$ cat config.mk
export PLATFORM = sky130hd
export DESIGN_NAME = fpsc_unit
export DESIGN_NICKNAME = d
export VERILOG_FILES = /design/src/rtl/fpsc_pkg.sv /design/src/rtl/fpsc_ctl_decode.sv /design/src/rtl/fpsc_exc_merge.sv /design/src/rtl/fpsc_trap_fsm.sv /design/src/rtl/fpsc_unit.sv
export SDC_FILE = /design/constraint.sdc
export NUM_CORES = 1
export LEC_CHECK = 0
export CAP_MARGIN = 10
export CORE_ASPECT_RATIO = 0.8
export CORE_UTILIZATION = 55
export DETAILED_ROUTE_END_ITERATION = 10
export DONT_BUFFER_PORTS = 1
export PLACE_DENSITY = 0.71
export RECOVER_POWER = 25
export SLEW_MARGIN = 5
export SYNTH_ARGS = -nofsm -noshare
export SYNTH_HDL_FRONTEND = slang
export SYNTH_SLANG_ARGS = --single-unit
$ cat constraint.sdc
create_clock -name clk -period 1.74 [get_ports clk]
set_input_delay 0.174 -clock clk [delete_from_list [all_inputs] [get_ports clk]]
set_output_delay 0.174 -clock clk [all_outputs]
set_load 0.01 [all_outputs]
$ cat src/rtl/fpsc_pkg.sv
package fpsc_pkg;
    localparam int EXC_W     = 5;
    localparam int RM_LSB    = 0;
    localparam int RM_W      = 2;
    localparam int FLAG_LSB  = 2;
    localparam int EN_LSB    = 7;
    localparam int CAUSE_LSB = 12;
    localparam int CAUSE_W   = 6;
    localparam int FLUSH_BIT = 18;
    localparam logic [RM_W-1:0] RM_TO_ZERO = 2'b01;

    typedef enum logic {
        ST_IDLE    = 1'b0,
        ST_PENDING = 1'b1
    } trap_state_e;
endpackage

$ cat src/rtl/fpsc_ctl_decode.sv
module fpsc_ctl_decode
    import fpsc_pkg::*;
(
    input  logic [RM_W-1:0] rm,
    input  logic            dn,
    output logic            trunc,
    output logic            flush
);
    // Only the toward-zero code truncates; all others round to nearest-even.
    always_comb begin
        trunc = (rm == RM_TO_ZERO);
        flush = dn;
    end
endmodule

$ cat src/rtl/fpsc_exc_merge.sv
module fpsc_exc_merge
    import fpsc_pkg::*;
#(
    parameter int DATA_W = 32
) (
    input  logic [DATA_W-1:0] cur,
    input  logic [EXC_W-1:0]  exc,
    output logic [DATA_W-1:0] nxt,
    output logic              hit
);
    logic [EXC_W-1:0] cause_new;
    logic [EXC_W-1:0] match;

    // One lane per exception kind: accumulate cause, compare with enable.
    for (genvar gi = 0; gi < EXC_W; gi++) begin : g_lane
        assign cause_new[gi] = cur[CAUSE_LSB + gi] | exc[gi];
        assign match[gi]     = cause_new[gi] & cur[EN_LSB + gi];
    end

    always_comb begin
        nxt                       = cur;
        nxt[FLAG_LSB +: EXC_W]    = exc;
        nxt[CAUSE_LSB +: EXC_W]   = cause_new;
    end

    assign hit = (|exc) && (|match);
endmodule

$ cat src/rtl/fpsc_trap_fsm.sv
module fpsc_trap_fsm
    import fpsc_pkg::*;
#(
    parameter int                VEC_W    = 12,
    parameter logic [VEC_W-1:0]  TRAP_VEC = 12'h120
) (
    input  logic             clk,
    input  logic             rst_n,
    input  logic             raise,
    input  logic             ack,
    output logic             pending,
    output logic [VEC_W-1:0] vec
);
    trap_state_e state_q, state_d;

    always_ff @(posedge clk or negedge rst_n) begin
        if (!rst_n) state_q <= ST_IDLE;
        else        state_q <= state_d;
    end

    always_comb begin
        state_d = state_q;
        unique case (state_q)
            ST_IDLE:    if (raise) state_d = ST_PENDING;   // RAISE
            ST_PENDING: if (ack)   state_d = ST_IDLE;      // ACK
            default:    state_d = ST_IDLE;
        endcase
    end

    always_comb begin
        pending = 1'b0;
        vec     = '0;
        unique case (state_q)
            ST_IDLE:    ;
            ST_PENDING: begin
                pending = 1'b1;
                vec     = TRAP_VEC;
            end
            default:    ;
        endcase
    end


    raise_enter_chk: assert property (@(posedge clk) disable iff (!rst_n)
        (!pending && raise) |=> pending);

    req_hold_chk: assert property (@(posedge clk) disable iff (!rst_n)
        (pending && !ack) |=> pending);

    ack_drop_chk: assert property (@(posedge clk) disable iff (!rst_n)
        (pending && ack) |=> !pending);
endmodule

$ cat src/rtl/fpsc_unit.sv
module fpsc_unit
    import fpsc_pkg::*;
#(
    parameter int                DATA_W   = 32,
    parameter logic [DATA_W-1:0] WR_MASK  = 32'h0007_FFFF,
    parameter int                VEC_W    = 12,
    parameter logic [VEC_W-1:0]  TRAP_VEC = 12'h120
) (
    input  logic              clk,
    input  logic              rst_n,
    input  logic              csr_wr_en,
    input  logic [DATA_W-1:0] csr_wdata,
    input  logic              op_valid,
    input  logic              op_is_cmp,
    input  logic              cmp_unord,
    input  logic              cmp_true,
    input  logic [EXC_W-1:0]  op_exc,
    input  logic              trap_ack,
    output logic [DATA_W-1:0] csr_q,
    output logic              rnd_trunc,
    output logic              flush_en,
    output logic              t_flag,
    output logic              trap_req,
    output logic [VEC_W-1:0]  trap_vec
);
    logic [DATA_W-1:0] merged;
    logic              hit;
    logic              accept, upd_word, upd_t, raise;

    fpsc_exc_merge #(.DATA_W(DATA_W)) u_merge (
        .cur (csr_q),
        .exc (op_exc),
        .nxt (merged),
        .hit (hit)
    );

    fpsc_trap_fsm #(.VEC_W(VEC_W), .TRAP_VEC(TRAP_VEC)) u_fsm (
        .clk     (clk),
        .rst_n   (rst_n),
        .raise   (raise),
        .ack     (trap_ack),
        .pending (trap_req),
        .vec     (trap_vec)
    );

    fpsc_ctl_decode u_dec (
        .rm    (csr_q[RM_LSB +: RM_W]),
        .dn    (csr_q[FLUSH_BIT]),
        .trunc (rnd_trunc),
        .flush (flush_en)
    );

    always_comb begin
        accept   = op_valid && !trap_req && !csr_wr_en;
        upd_word = accept && (!op_is_cmp || cmp_unord);
        upd_t    = accept && op_is_cmp && !cmp_unord;
        raise    = upd_word && hit;
    end

    always_ff @(posedge clk or negedge rst_n) begin
        if (!rst_n) begin
            csr_q  <= '0;
            t_flag <= 1'b0;
        end else begin
            if (csr_wr_en)     csr_q <= csr_wdata & WR_MASK;
            else if (upd_word) csr_q <= merged;
            if (upd_t)         t_flag <= cmp_true;
        end
    end


    pend_word_chk: assert property (@(posedge clk) disable iff (!rst_n)
        (trap_req && !csr_wr_en) |=> $stable(csr_q));

    pend_t_chk: assert property (@(posedge clk) disable iff (!rst_n)
        trap_req |=> $stable(t_flag));

    cmp_word_chk: assert property (@(posedge clk) disable iff (!rst_n)
        (op_valid && op_is_cmp && !cmp_unord && !csr_wr_en) |=> $stable(csr_q));

    cause_sticky_chk: assert property (@(posedge clk) disable iff (!rst_n)
        !csr_wr_en |=> ((csr_q[CAUSE_LSB +: CAUSE_W] & $past(csr_q[CAUSE_LSB +: CAUSE_W]))
                        == $past(csr_q[CAUSE_LSB +: CAUSE_W])));

    wr_wins_chk: assert property (@(posedge clk) disable iff (!rst_n)
        csr_wr_en |=> (csr_q == ($past(csr_wdata) & WR_MASK)));
endmodule

### Yosys cells after proc, flatten, opt, wreduce, memory -nomap -nowiden

Cells that the tools add are included.

* bits in registers: 34
* latch bits: 0
* bits in writable memories: 0
* memory bits (read-only): 0
* input bits: 45
* output and inout bits: 48
* memories kept: 0

* add/sub/neg operators: 0
* $mul: 0
* divide/modulo/power cells: 0
* magnitude comparators: 0
* equality and inequality tests: 1
* shift operators: 0
* multiplexer cells: 7
* bitwise operators: 11
* reductions and logical operators: 15

Operators by type and width (number)
* 32-bit two-way mux: 1
* 17-bit two-way mux: 1
* 5-bit OR reduction: 2
* 9-bit two-way mux: 1
* 1-bit logical AND: 7
* 1-bit AND: 5
* 1-bit OR: 5
* 1-bit zero test: 4
* 1-bit two-way mux: 3
* 2-bit by 1-bit == test with 1-bit output (second input constant): 1
* 1-bit one-hot mux with 2 select lines: 1
* 2-bit nonzero test: 1
* 1-bit logical OR: 1
* 1-bit inverter: 1

### Longest topological paths before layout

Gate-level depths: netlist of the first run.

* word-level depth: 8
* mapped depth: 3
* mapped depth without buffers: 3

### Cells and area by module

Synthesis of the first run repeated with hierarchy kept, for this count alone.

* cells, all modules: 231
* area, all modules: 2145.8 sq um

By module, submodules not included
* fpsc_unit: instances 1, cells an instance 175, area an instance 1720.4 sq um
* fpsc_exc_merge: instances 1, cells an instance 38, area an instance 271.5 sq um
* fpsc_trap_fsm: instances 1, cells an instance 16, area an instance 132.6 sq um
* fpsc_ctl_decode: instances 1, cells an instance 2, area an instance 21.3 sq um

### Least setup slack after synthesis of the first run

OpenSTA, ideal clock, no wires.

* kind: reg-to-reg
* start point: register u_fsm.state_q
* end point: register t_flag
* arrival time: 1.242 ns
* required time: 1.615 ns
* slack: 0.373 ns
* cell stages (with the launch flop): 4
* cell sequence: dfrtp_1 -> nor3b_4 -> and3b_1 -> mux2_2

* longest elaborated chain between the ends: 6

Ends and longest elaborated chain
* from (decl): RTL line fpsc_trap_fsm.sv:14 `trap_state_e state_q, state_d;`
* from (signal assigned): RTL line fpsc_trap_fsm.sv:18 `else state_q <= state_d;`
* 1-bit two-way mux: RTL line fpsc_trap_fsm.sv:33 `unique case (state_q)`
* 1-bit zero test: RTL line fpsc_unit.sv:54 `accept = op_valid && !trap_req && !csr_wr_en;`
* 1-bit logical AND (2 in series): RTL line fpsc_unit.sv:54
* 1-bit logical AND (2 in series): RTL line fpsc_unit.sv:56 `upd_t = accept && op_is_cmp && !cmp_unord;`
* to (signal assigned): RTL line fpsc_unit.sv:67 `if (upd_t) t_flag <= cmp_true;`
* to (decl): RTL line fpsc_unit.sv:22 `output logic t_flag,`

No other way between the ends.
A chain may end at the register's enable or synchronous reset.

### Worst setup path in the final report of the first run

* start point: register u_fsm.state_q
* end point: register csr_q[6]

* longest elaborated chain between the ends: 6

Ends and longest elaborated chain
* 1-bit two-way mux: RTL line fpsc_trap_fsm.sv:33
* 1-bit zero test: RTL line fpsc_unit.sv:54
* 1-bit logical AND (2 in series): RTL line fpsc_unit.sv:54
* 1-bit logical AND: RTL line fpsc_unit.sv:55 `upd_word = accept && (!op_is_cmp || cmp_unord);`
* 2-bit nonzero test (no source line)
* to (signal assigned): RTL line fpsc_unit.sv:65 `if (csr_wr_en) csr_q <= csr_wdata & WR_MASK;`
* to (signal assigned): RTL line fpsc_unit.sv:66 `else if (upd_word) csr_q <= merged;`
* to (decl): RTL line fpsc_unit.sv:19 `output logic [DATA_W-1:0] csr_q,`

No other way between the ends.

==> flow_metrics.env, run 1 <==
export IMPL_grt_usage_pct=17.9
export IMPL_clk_root_buffer_cell="clkbuf_4"
export IMPL_grt_pass1_wl_um=2900
export IMPL_die_h_um=43.0
export IMPL_worst_r2r_setup_slack_ns=0.31
export IMPL_grt_pass1_vias=648
export IMPL_drc_errors=0
export IMPL_final_cell_area_um2=1280
export IMPL_dp_hpwl_um=1550
export IMPL_final_common_cell="conb_1"
export IMPL_dp_cells=124
export IMPL_antenna_found_initial=0
export IMPL_p_sw_share_pct=29.3
export IMPL_htreeDepth=1
export IMPL_hold_path_end="csr_q[0]"
export IMPL_synth_cell_types=21
export IMPL_synth_seq_area_share_pct=45.5
export IMPL_place_area_um2=1070
export IMPL_hold_class="in -> reg"
export IMPL_power_density_nw_per_um2=815
export IMPL_crit_arrival_ns=1.61
export IMPL_area_growth_pct=10.5
export IMPL_final_cell_mix="conb_1, dfrtp_1, dlygate4sd3_1"
export IMPL_fin_crit_ns=1.43
export IMPL_overflow=0
export IMPL_initial_utilization_pct=59.9
export IMPL_gp_congestion=0.655
export IMPL_avgViaCountPerCell=5.36
export IMPL_drive_gt1_share_pct=13.1
export IMPL_yosysWarnings=0
export IMPL_num_io_pins=93
export IMPL_highest_layer="met3"
export IMPL_slowest_stage="dfrtp_1"
export IMPL_io_buffer_count=0
export IMPL_finalSetupTns_ns=0
export IMPL_path_cells="nor3b_4 -> a21oi_2 -> a221o_1"
export IMPL_fin_crit_sh_pct=82.1
export IMPL_wl_met1_um=960
export IMPL_rr_worst_depth=3
export IMPL_fin_skew_ns=0.00736
export IMPL_ant_nets=0
export IMPL_cp_data_required_time_ns=1.92
export IMPL_finalHoldViolCount=0
export IMPL_final_max_slew_viol_count=0
export IMPL_diodes=0
export IMPL_wire_per_inst_um=15.2
export IMPL_synth_edf_count=0
export IMPL_met2_wirelength_um=1060
export IMPL_p_leak_nw=0.592
export IMPL_synth_area_per_cell_um2=11.0
export IMPL_hold_path_depth=1
export IMPL_cp_start_kind="flop"
export IMPL_combPwrFrac_pct=18.4
export IMPL_min_from="csr_wr_en"
export IMPL_n_fill_cell=159
export IMPL_path_class="reg -> reg"
export IMPL_ys_async_sr_fraction_pct=100
export IMPL_cts_sinks=21
export IMPL_drt_iter0_drc=16
export IMPL_clock_path_buffers=2
export IMPL_yosysTopAreaCellShare_pct=45.5
export IMPL_pwr_share_seq_pct=59.8
export IMPL_drtPass1Iterations=4
export IMPL_syn_inst=105
export IMPL_slowest_delay_ns=0.42
export IMPL_cp_end_kind="flop"
export IMPL_ys_ff_latch=21
export IMPL_cts_tree="done"
export IMPL_via_count=783
export IMPL_p_total_w=0.00104
export IMPL_max_freq_mhz=700
export IMPL_clk_latency_ns=0.30
export IMPL_cts_resized_gates=0
export IMPL_drv_cap=0
export IMPL_fin_hold_ws_ns=0.0274
export IMPL_worst_slew_pin_transition_ns=0.943
export IMPL_grt_max_degree=23
export IMPL_fin_nets=168
export IMPL_r2r_start="u_fsm.state_q"
export IMPL_wl_um=2220
export IMPL_grt_setup_unrepaired="no"
export IMPL_cts_setup_buffers=0
export IMPL_vdd_drop_max_mv=0.560
export IMPL_cts_buffers=3
export IMPL_die_area_um2=2290
export IMPL_die_x_um=53.2
export IMPL_coreArea_um2=1930
export IMPL_r2r_end="csr_q[6]"
export IMPL_cp_max_fo=9
export IMPL_clk_pin_slew_worst_paths_ns=0.11
export IMPL_ys_top_cells_by_area="dfrtp_1, buf_4, mux2_2, a221o_1, nor2b_1"
export IMPL_met3WireLength_um=203
export IMPL_finalSetupViolCount=0
export IMPL_p_switching_w=0.000305
export IMPL_fin_cells=146
export IMPL_synthFlopType="dfrtp_1"
export IMPL_synth_area_um2=1150
export IMPL_internal_power_w=0.000735
export IMPL_clkPwrFrac_pct=21.8
export IMPL_fp_row_count=14
export IMPL_outcome="complete, no violations"
export IMPL_slew_headroom_pct=36.9
export IMPL_synth_largest_area_cell="dfrtp_1"
==> kinds of logic (layout without fill, tap and decap cells) <==
| family | Yosys count | after routing | synth area share, % |
|---|---|---|---|
| multiplexers | 10 | 10 | 9.75 |
| buffers and inverters | 32 | 27 | 19.1 |
| AO/OA/AOI/OAI | 18 | 18 | 12.6 |
| AND/OR/NAND/NOR | 23 | 23 | 12.8 |
| flip-flops | 21 | 21 | 45.5 |
| other | 1 | 23 | 0.325 |
==> flip-flops by register name, indices dropped and copies added (netlist names) <==
name           cells
csr_q             19
t_flag             1
u_fsm.state_q      1
==> Yosys cell counts, types with 2 or more instances <==
cell	count
buf_4	26
dfrtp_1	21
mux2_2	10
a221o_1	6
nor2b_1	6
and3_1	5
o21ai_0	5
a221oi_1	4
inv_1	4
nor2_1	4
buf_2	2
nand2b_1	2
nand3_1	2
==> metrics by stage <==
step	utilization (%)	worst slack (ns)
after floorplan	-	0.373
after global placement	55.5	0.389
after detailed placement	55.5	0.334
after CTS	57.4	0.305
after global routing	66.2	0.225
final	66.2	0.312
==> power by group through the flow <==
stage          clock (W)  combinational, W  sequential [W]
6_report        0.000227          0.000191        0.000622
5_1_grt         0.000271          0.000212        0.000633
4_1_cts         0.000236          0.000157        0.000622
3_5_place_dp           0          0.000146        0.000631
3_3_place_gp           0          0.000140        0.000629
2_1_floorplan          0          0.000180        0.000621
==> cell type report <==
class                      count  area (um^2)  share of cell area [%]
tap                           24         30.0                    2.35
clock buffer                   4         26.3                    2.06
timing repair buffer          19          188                    14.7
inverter                       4         15.0                    1.18
multi-input combinational     74          492                    38.5
sequential                    21          526                    41.2
==> layer usage <==
| metal | up-vias | GRT usage [%] |
|---|---|---|
| li1 | 362 | - |
| met1 | 373 | 22.8 |
| met2 | 48 | 26.8 |
| met3 | 0 | 10.0 |
| met4 | 0 | 3.16 |
| met5 | - | 0 |
==> worst max-delay path by stage <==
stage | from | end | slack (ns) | cells after the start
finish | u_fsm.state_q | csr_q[6] | 0.31 | 3
CTS | u_fsm.state_q | csr_q[5] | 0.30 | 3
floorplan | u_fsm.state_q | t_flag | 0.37 | 3
detailed placement | u_fsm.state_q | csr_q[5] | 0.33 | 3
global placement | u_fsm.state_q | csr_q[2] | 0.39 | 3
global route | u_fsm.state_q | csr_q[6] | 0.23 | 3
==> worst max-delay path, delay by kind of cell, from the launching register on <==
kind	cells	cell delay, ns
AO/OA/AOI/OAI	2	0.56
AND/OR/NAND/NOR	1	0.33
flip-flops	1	0.42
==> repair_timing <==
| action | in CTS | in global routing |
|---|---|---|
| setup endpoints to repair | 0 | 0 |
| endpoints found under the hold margin | 21 | 12 |
| hold buffers | 1 | 17 |
Power figures use the tool's default switching activity.
==> inputs of run 2 (changes only) <==
--- a/config.mk
+++ b/config.mk
@@ -10,7 +10,7 @@
 export CORE_UTILIZATION = 55
 export DETAILED_ROUTE_END_ITERATION = 10
 export DONT_BUFFER_PORTS = 1
-export PLACE_DENSITY = 0.71
+export PLACE_DENSITY = 0.74
 export RECOVER_POWER = 25
 export SLEW_MARGIN = 5
 export SYNTH_ARGS = -nofsm -noshare
==> constraint.sdc (replaced) <==
create_clock -name clk -period 1.2 [get_ports clk]
set_input_delay 0.12 -clock clk [delete_from_list [all_inputs] [get_ports clk]]
set_output_delay 0.12 -clock clk [all_outputs]
set_load 0.01 [all_outputs]
==> flow_metrics.env, run 2 (same netlist as run 1, synthesis figures left out) <==
export IMPL_avgViaCountPerCell=5.35
export IMPL_htreeDepth=1
export IMPL_cts_buffers=3
export IMPL_p_leak_nw=0.643
export IMPL_slowest_stage="dfrtp_2"
export IMPL_fin_cells=153
export IMPL_drive_gt1_share_pct=20.2
export IMPL_cts_tree="done"
export IMPL_p_total_w=0.00157
export IMPL_finalSetupTns_ns=-0.729
export IMPL_outcome="finished with violations"
export IMPL_grt_pass1_wl_um=3660
export IMPL_area_growth_pct=18.7
export IMPL_slowest_delay_ns=0.44
export IMPL_cp_max_fo=5
export IMPL_clk_latency_ns=0.31
export IMPL_setup_ws_ns=-0.0943
export IMPL_cp_data_required_time_ns=1.40
export IMPL_clk_pin_slew_worst_paths_ns=0.12
export IMPL_die_x_um=53.2
export IMPL_grt_pass1_vias=830
export IMPL_largest_register_ffs=19
export IMPL_regMostFlops="csr_q"
export IMPL_grt_max_degree=22
export IMPL_overflow=0
export IMPL_drv_cap=0
export IMPL_grt_setup_unrepaired="yes"
export IMPL_violations="negative hold slack, negative setup slack"
export IMPL_clk_root_buffer_cell="clkbuf_4"
export IMPL_ant_nets=0
export IMPL_cp_end_kind="flop"
export IMPL_final_max_slew_viol_count=0
export IMPL_final_common_cell="conb_1"
export IMPL_via_count=819
export IMPL_antenna_found_initial=0
export IMPL_grt_usage_pct=22.6
export IMPL_max_freq_mhz=773
export IMPL_drtPass1Iterations=3
export IMPL_finalHoldViolCount=15
export IMPL_wire_per_inst_um=15.9
export IMPL_final_cell_mix="conb_1, dfrtp_1, dlygate4sd3_1"
export IMPL_drc_errors=0
export IMPL_path_cells="nor3b_4 -> buf_6 -> a21oi_4 -> a221o_1"
export IMPL_fin_hold_ws_ns=-0.00785
export IMPL_power_density_nw_per_um2=1150
export IMPL_drt_iter0_drc=3
export IMPL_fin_skew_ns=0.00700
export IMPL_hold_class="in -> async"
export IMPL_cp_start_kind="flop"
export IMPL_fin_crit_ns=1.29
export IMPL_n_fill_cell=145
export IMPL_cts_sinks=21
export IMPL_dp_cells=125
export IMPL_path_class="reg -> reg"
export IMPL_top_regs="csr_q x19, t_flag x1, u_fsm.state_q x1"
export IMPL_gp_congestion=0.702
export IMPL_die_h_um=43.0
export IMPL_num_io_pins=93
export IMPL_worst_slew_pin_transition_ns=1.12
export IMPL_post_route_util_pct=71.2
export IMPL_fin_nets=175
export IMPL_diodes=0
export IMPL_fin_crit_sh_pct=108
export IMPL_die_area_um2=2290
export IMPL_fp_row_count=14
export IMPL_vdd_drop_max_mv=0.982
export IMPL_io_buffer_count=0
export IMPL_coreArea_um2=1930
export IMPL_dp_hpwl_um=1620
export IMPL_slew_headroom_pct=25.3
export IMPL_crit_arrival_ns=1.49
export IMPL_finalSetupViolCount=11
export IMPL_path_buf_inv=1
export IMPL_clock_path_buffers=2
export IMPL_cpLargestDelayFamily="flip-flops"
export IMPL_initial_utilization_pct=59.9
export IMPL_wl_um=2430
==> run 2: power breakdown <==
part	switching (W)	internal [W]	total, W
combinational	0.000158	0.000170	0.000328
sequential	0.000112	0.000791	0.000903
clock	0.000215	0.000124	0.000339
total	0.000485	0.00109	0.00157
==> run 2: cell type report <==
type	instances	area, um^2	area share [%]
clock buffer	3	22.5	1.64
multi-input combinational	75	532	38.8
tap	24	30.0	2.19
sequential	21	527	38.4
inverter	4	15.0	1.09
clock inverter	1	5.00	0.365
timing repair buffer	25	240	17.5
==> run 2: repair_timing <==
item | CTS | global route
setup buffers | 2 | 0
hold buffers | 20 | 1
endpoints found under the setup margin | 11 | 21
pin swaps | 7 | 1
gates cloned | 1 | 0
resized for setup | 6 | 2
endpoints found under the hold margin | 38 | 1
==> run 2: worst reg2reg max path, delay by kind of cell (launching register included) <==
kind	cells	cell delay (ns)
simple gates	1	0.21
flops	1	0.44
buf+inv	1	0.15
compound gates	2	0.38
==> run 2: stage by stage <==
step / worst slack [ns] / instance area, um^2
after CTS: -0.0907 / 1370
after global routing: -0.169 / 1370
after detailed placement: -0.168 / 1080
after global placement: -0.149 / 1080
after floorplan: -0.158 / 1240
final: -0.0943 / 1370
==> run 2: worst paths after layout <==
kind                            depth (start not counted)             to  slack [ns]     startpoint
max in group asynchronous                               1  u_fsm.state_q        0.47          rst_n
min in group clk                                        2      csr_q[12]           0      op_exc[0]
worst max register to register                          4       csr_q[3]       -0.09  u_fsm.state_q
worst min-delay path                                    1      csr_q[11]      -0.008          rst_n
worst min register to register                          1       csr_q[4]        0.59       csr_q[4]
worst max-delay path                                    4       csr_q[3]       -0.09  u_fsm.state_q
==> run 2: per-layer routing <==
layer | vias up | global-route usage, % | share of wire, %
met3 | 2 | 11.8 | 9.5
met4 | 0 | 3.68 | 0.25
li1 | 373 | - | -
met2 | 49 | 37.0 | 48
met5 | - | 0 | 0
met1 | 395 | 26.4 | 42
==> inputs of run 3 (changes only) <==
--- a/config.mk
+++ b/config.mk
@@ -10,7 +10,7 @@
 export CORE_UTILIZATION = 55
 export DETAILED_ROUTE_END_ITERATION = 10
 export DONT_BUFFER_PORTS = 1
-export PLACE_DENSITY = 0.74
+export PLACE_DENSITY = 0.76
 export RECOVER_POWER = 25
 export SLEW_MARGIN = 5
 export SYNTH_ARGS = -nofsm -noshare
==> constraint.sdc (replaced) <==
create_clock -name clk -period 1.57 [get_ports clk]
set_input_delay 0.157 -clock clk [delete_from_list [all_inputs] [get_ports clk]]
set_output_delay 0.157 -clock clk [all_outputs]
set_load 0.01 [all_outputs]
==> flow_metrics.env, run 3 (same netlist as run 1, synthesis figures left out) <==
export IMPL_finalSetupTns_ns=0
export IMPL_fin_skew_ns=0.00190
export IMPL_drive_gt1_share_pct=13.1
export IMPL_initial_utilization_pct=59.9
export IMPL_n_fill_cell=171
export IMPL_die_x_um=53.2
export IMPL_cts_buffers=3
export IMPL_drt_iter0_drc=14
export IMPL_drtPass1Iterations=4
export IMPL_final_common_cell="conb_1"
export IMPL_fin_crit_sh_pct=91.1
export IMPL_regMostFlops="csr_q"
export IMPL_fin_nets=168
export IMPL_grt_pass1_vias=715
export IMPL_overflow=0
export IMPL_clk_root_buffer_cell="clkbuf_4"
export IMPL_largest_register_ffs=19
export IMPL_grt_setup_unrepaired="no"
export IMPL_outcome="complete, no violations"
export IMPL_p_leak_nw=0.592
export IMPL_area_growth_pct=10.5
export IMPL_cp_data_required_time_ns=1.76
export IMPL_antenna_found_initial=0
export IMPL_cts_resized_gates=0
export IMPL_grt_pass1_wl_um=3240
export IMPL_ant_nets=0
export IMPL_finalHoldViolCount=0
export IMPL_cts_sinks=21
export IMPL_r2r_start="u_fsm.state_q"
export IMPL_path_class="reg -> reg"
export IMPL_cp_end_kind="flop"
export IMPL_avgViaCountPerCell=5.40
export IMPL_min_from="csr_wr_en"
export IMPL_die_area_um2=2290
export IMPL_grt_max_degree=23
export IMPL_crit_arrival_ns=1.62
export IMPL_clock_path_buffers=2
export IMPL_num_io_pins=93
export IMPL_power_density_nw_per_um2=910
export IMPL_place_area_um2=1070
export IMPL_final_cell_mix="conb_1, dfrtp_1, dlygate4sd3_1"
export IMPL_cp_start_kind="flop"
export IMPL_slew_headroom_pct=36.8
export IMPL_io_buffer_count=0
export IMPL_drc_errors=0
export IMPL_coreArea_um2=1930
export IMPL_worst_slew_pin_transition_ns=0.945
export IMPL_final_max_slew_viol_count=0
export IMPL_cp_max_fo=9
export IMPL_via_count=789
export IMPL_hold_class="in -> reg"
export IMPL_max_freq_mhz=699
export IMPL_htreeDepth=1
export IMPL_diodes=0
export IMPL_finalSetupViolCount=0
export IMPL_clk_latency_ns=0.29
export IMPL_dp_hpwl_um=1650
export IMPL_fp_row_count=14
export IMPL_wl_um=2470
export IMPL_grt_usage_pct=19.8
export IMPL_drv_cap=0
export IMPL_final_cell_area_um2=1280
export IMPL_wire_per_inst_um=16.9
export IMPL_clk_pin_slew_worst_paths_ns=0.11
export IMPL_gp_congestion=0.678
export IMPL_cts_tree="done"
export IMPL_post_route_util_pct=66.2
export IMPL_die_h_um=43.0
export IMPL_fin_crit_ns=1.43
export IMPL_worstSetupStartpoint="u_fsm.state_q"
export IMPL_top_regs="csr_q x19, t_flag x1, u_fsm.state_q x1"
export IMPL_vdd_drop_max_mv=0.949
run 3: cell types whose count changed in the layout (fill, tap and decap cells not counted), sizes merged:
cell and change:
buf -3, clkinv -1, dlygate4sd3 -1, a21oi -1, dlymetal6s4s -1
run 3: per-layer routing:
metal  part of all wire (%)  vias up  global-route usage (%)
li1                       -      360                       -
met1                     38      378                    24.7
met2                     52       51                    32.3
met3                     10        0                    9.32
met4                      0        0                    1.58
met5                      0        -                       0
run 3: path summary, 6_finish.rpt:
path	end	slack, ns	cells after the start
max in group asynchronous	t_flag	0.56	1
min reg2reg	t_flag	0.60	1
max	csr_q[6]	0.14	3
min in group asynchronous	csr_q[0]	0.44	1
min	csr_q[5]	0.01	1
max reg2reg	csr_q[6]	0.14	3
run 3: repair_timing:
action,4_1_cts,5_1_grt
buffers inserted,0,0
hold buffers,5,13
hold endpoints to repair,25,13
run 3: cell type report:
cell class / count / area (um^2) / share of cell area [%]
Clock buffer: 4 / 26.3 / 2.06
Inverter: 4 / 15.0 / 1.18
Multi-Input combinational cell: 74 / 492 / 38.5
Sequential cell: 21 / 526 / 41.2
Tap cell: 24 / 30.0 / 2.35
Timing Repair Buffer: 19 / 188 / 14.7
run 3: per-stage QoR:
step / std cells / total power (W) / hold WS [ns] / setup slack, ns
floorplan: 127 / 0.000887 / -0.139 / 0.203
global placement: 124 / 0.000852 / -0.138 / 0.213
detailed placement: 124 / 0.000864 / -0.138 / 0.185
CTS: 133 / 0.00113 / 0.000197 / 0.149
global route: 146 / 0.00122 / 0.00170 / 0.0584
finish: 146 / 0.00116 / 0.0110 / 0.139
run 3: critical path, cell delays in order, from the launching register on:
cell,delay (ns)
dfrtp_1,0.42
nor3b_4,0.32
a21oi_2,0.20
a221o_1,0.37
run 3: power breakdown:
part	internal (W)	total, W	switching, W
Combinational	0.000110	0.000217	0.000107
Clock	0.0000988	0.000254	0.000155
Sequential	0.000604	0.000690	0.0000865
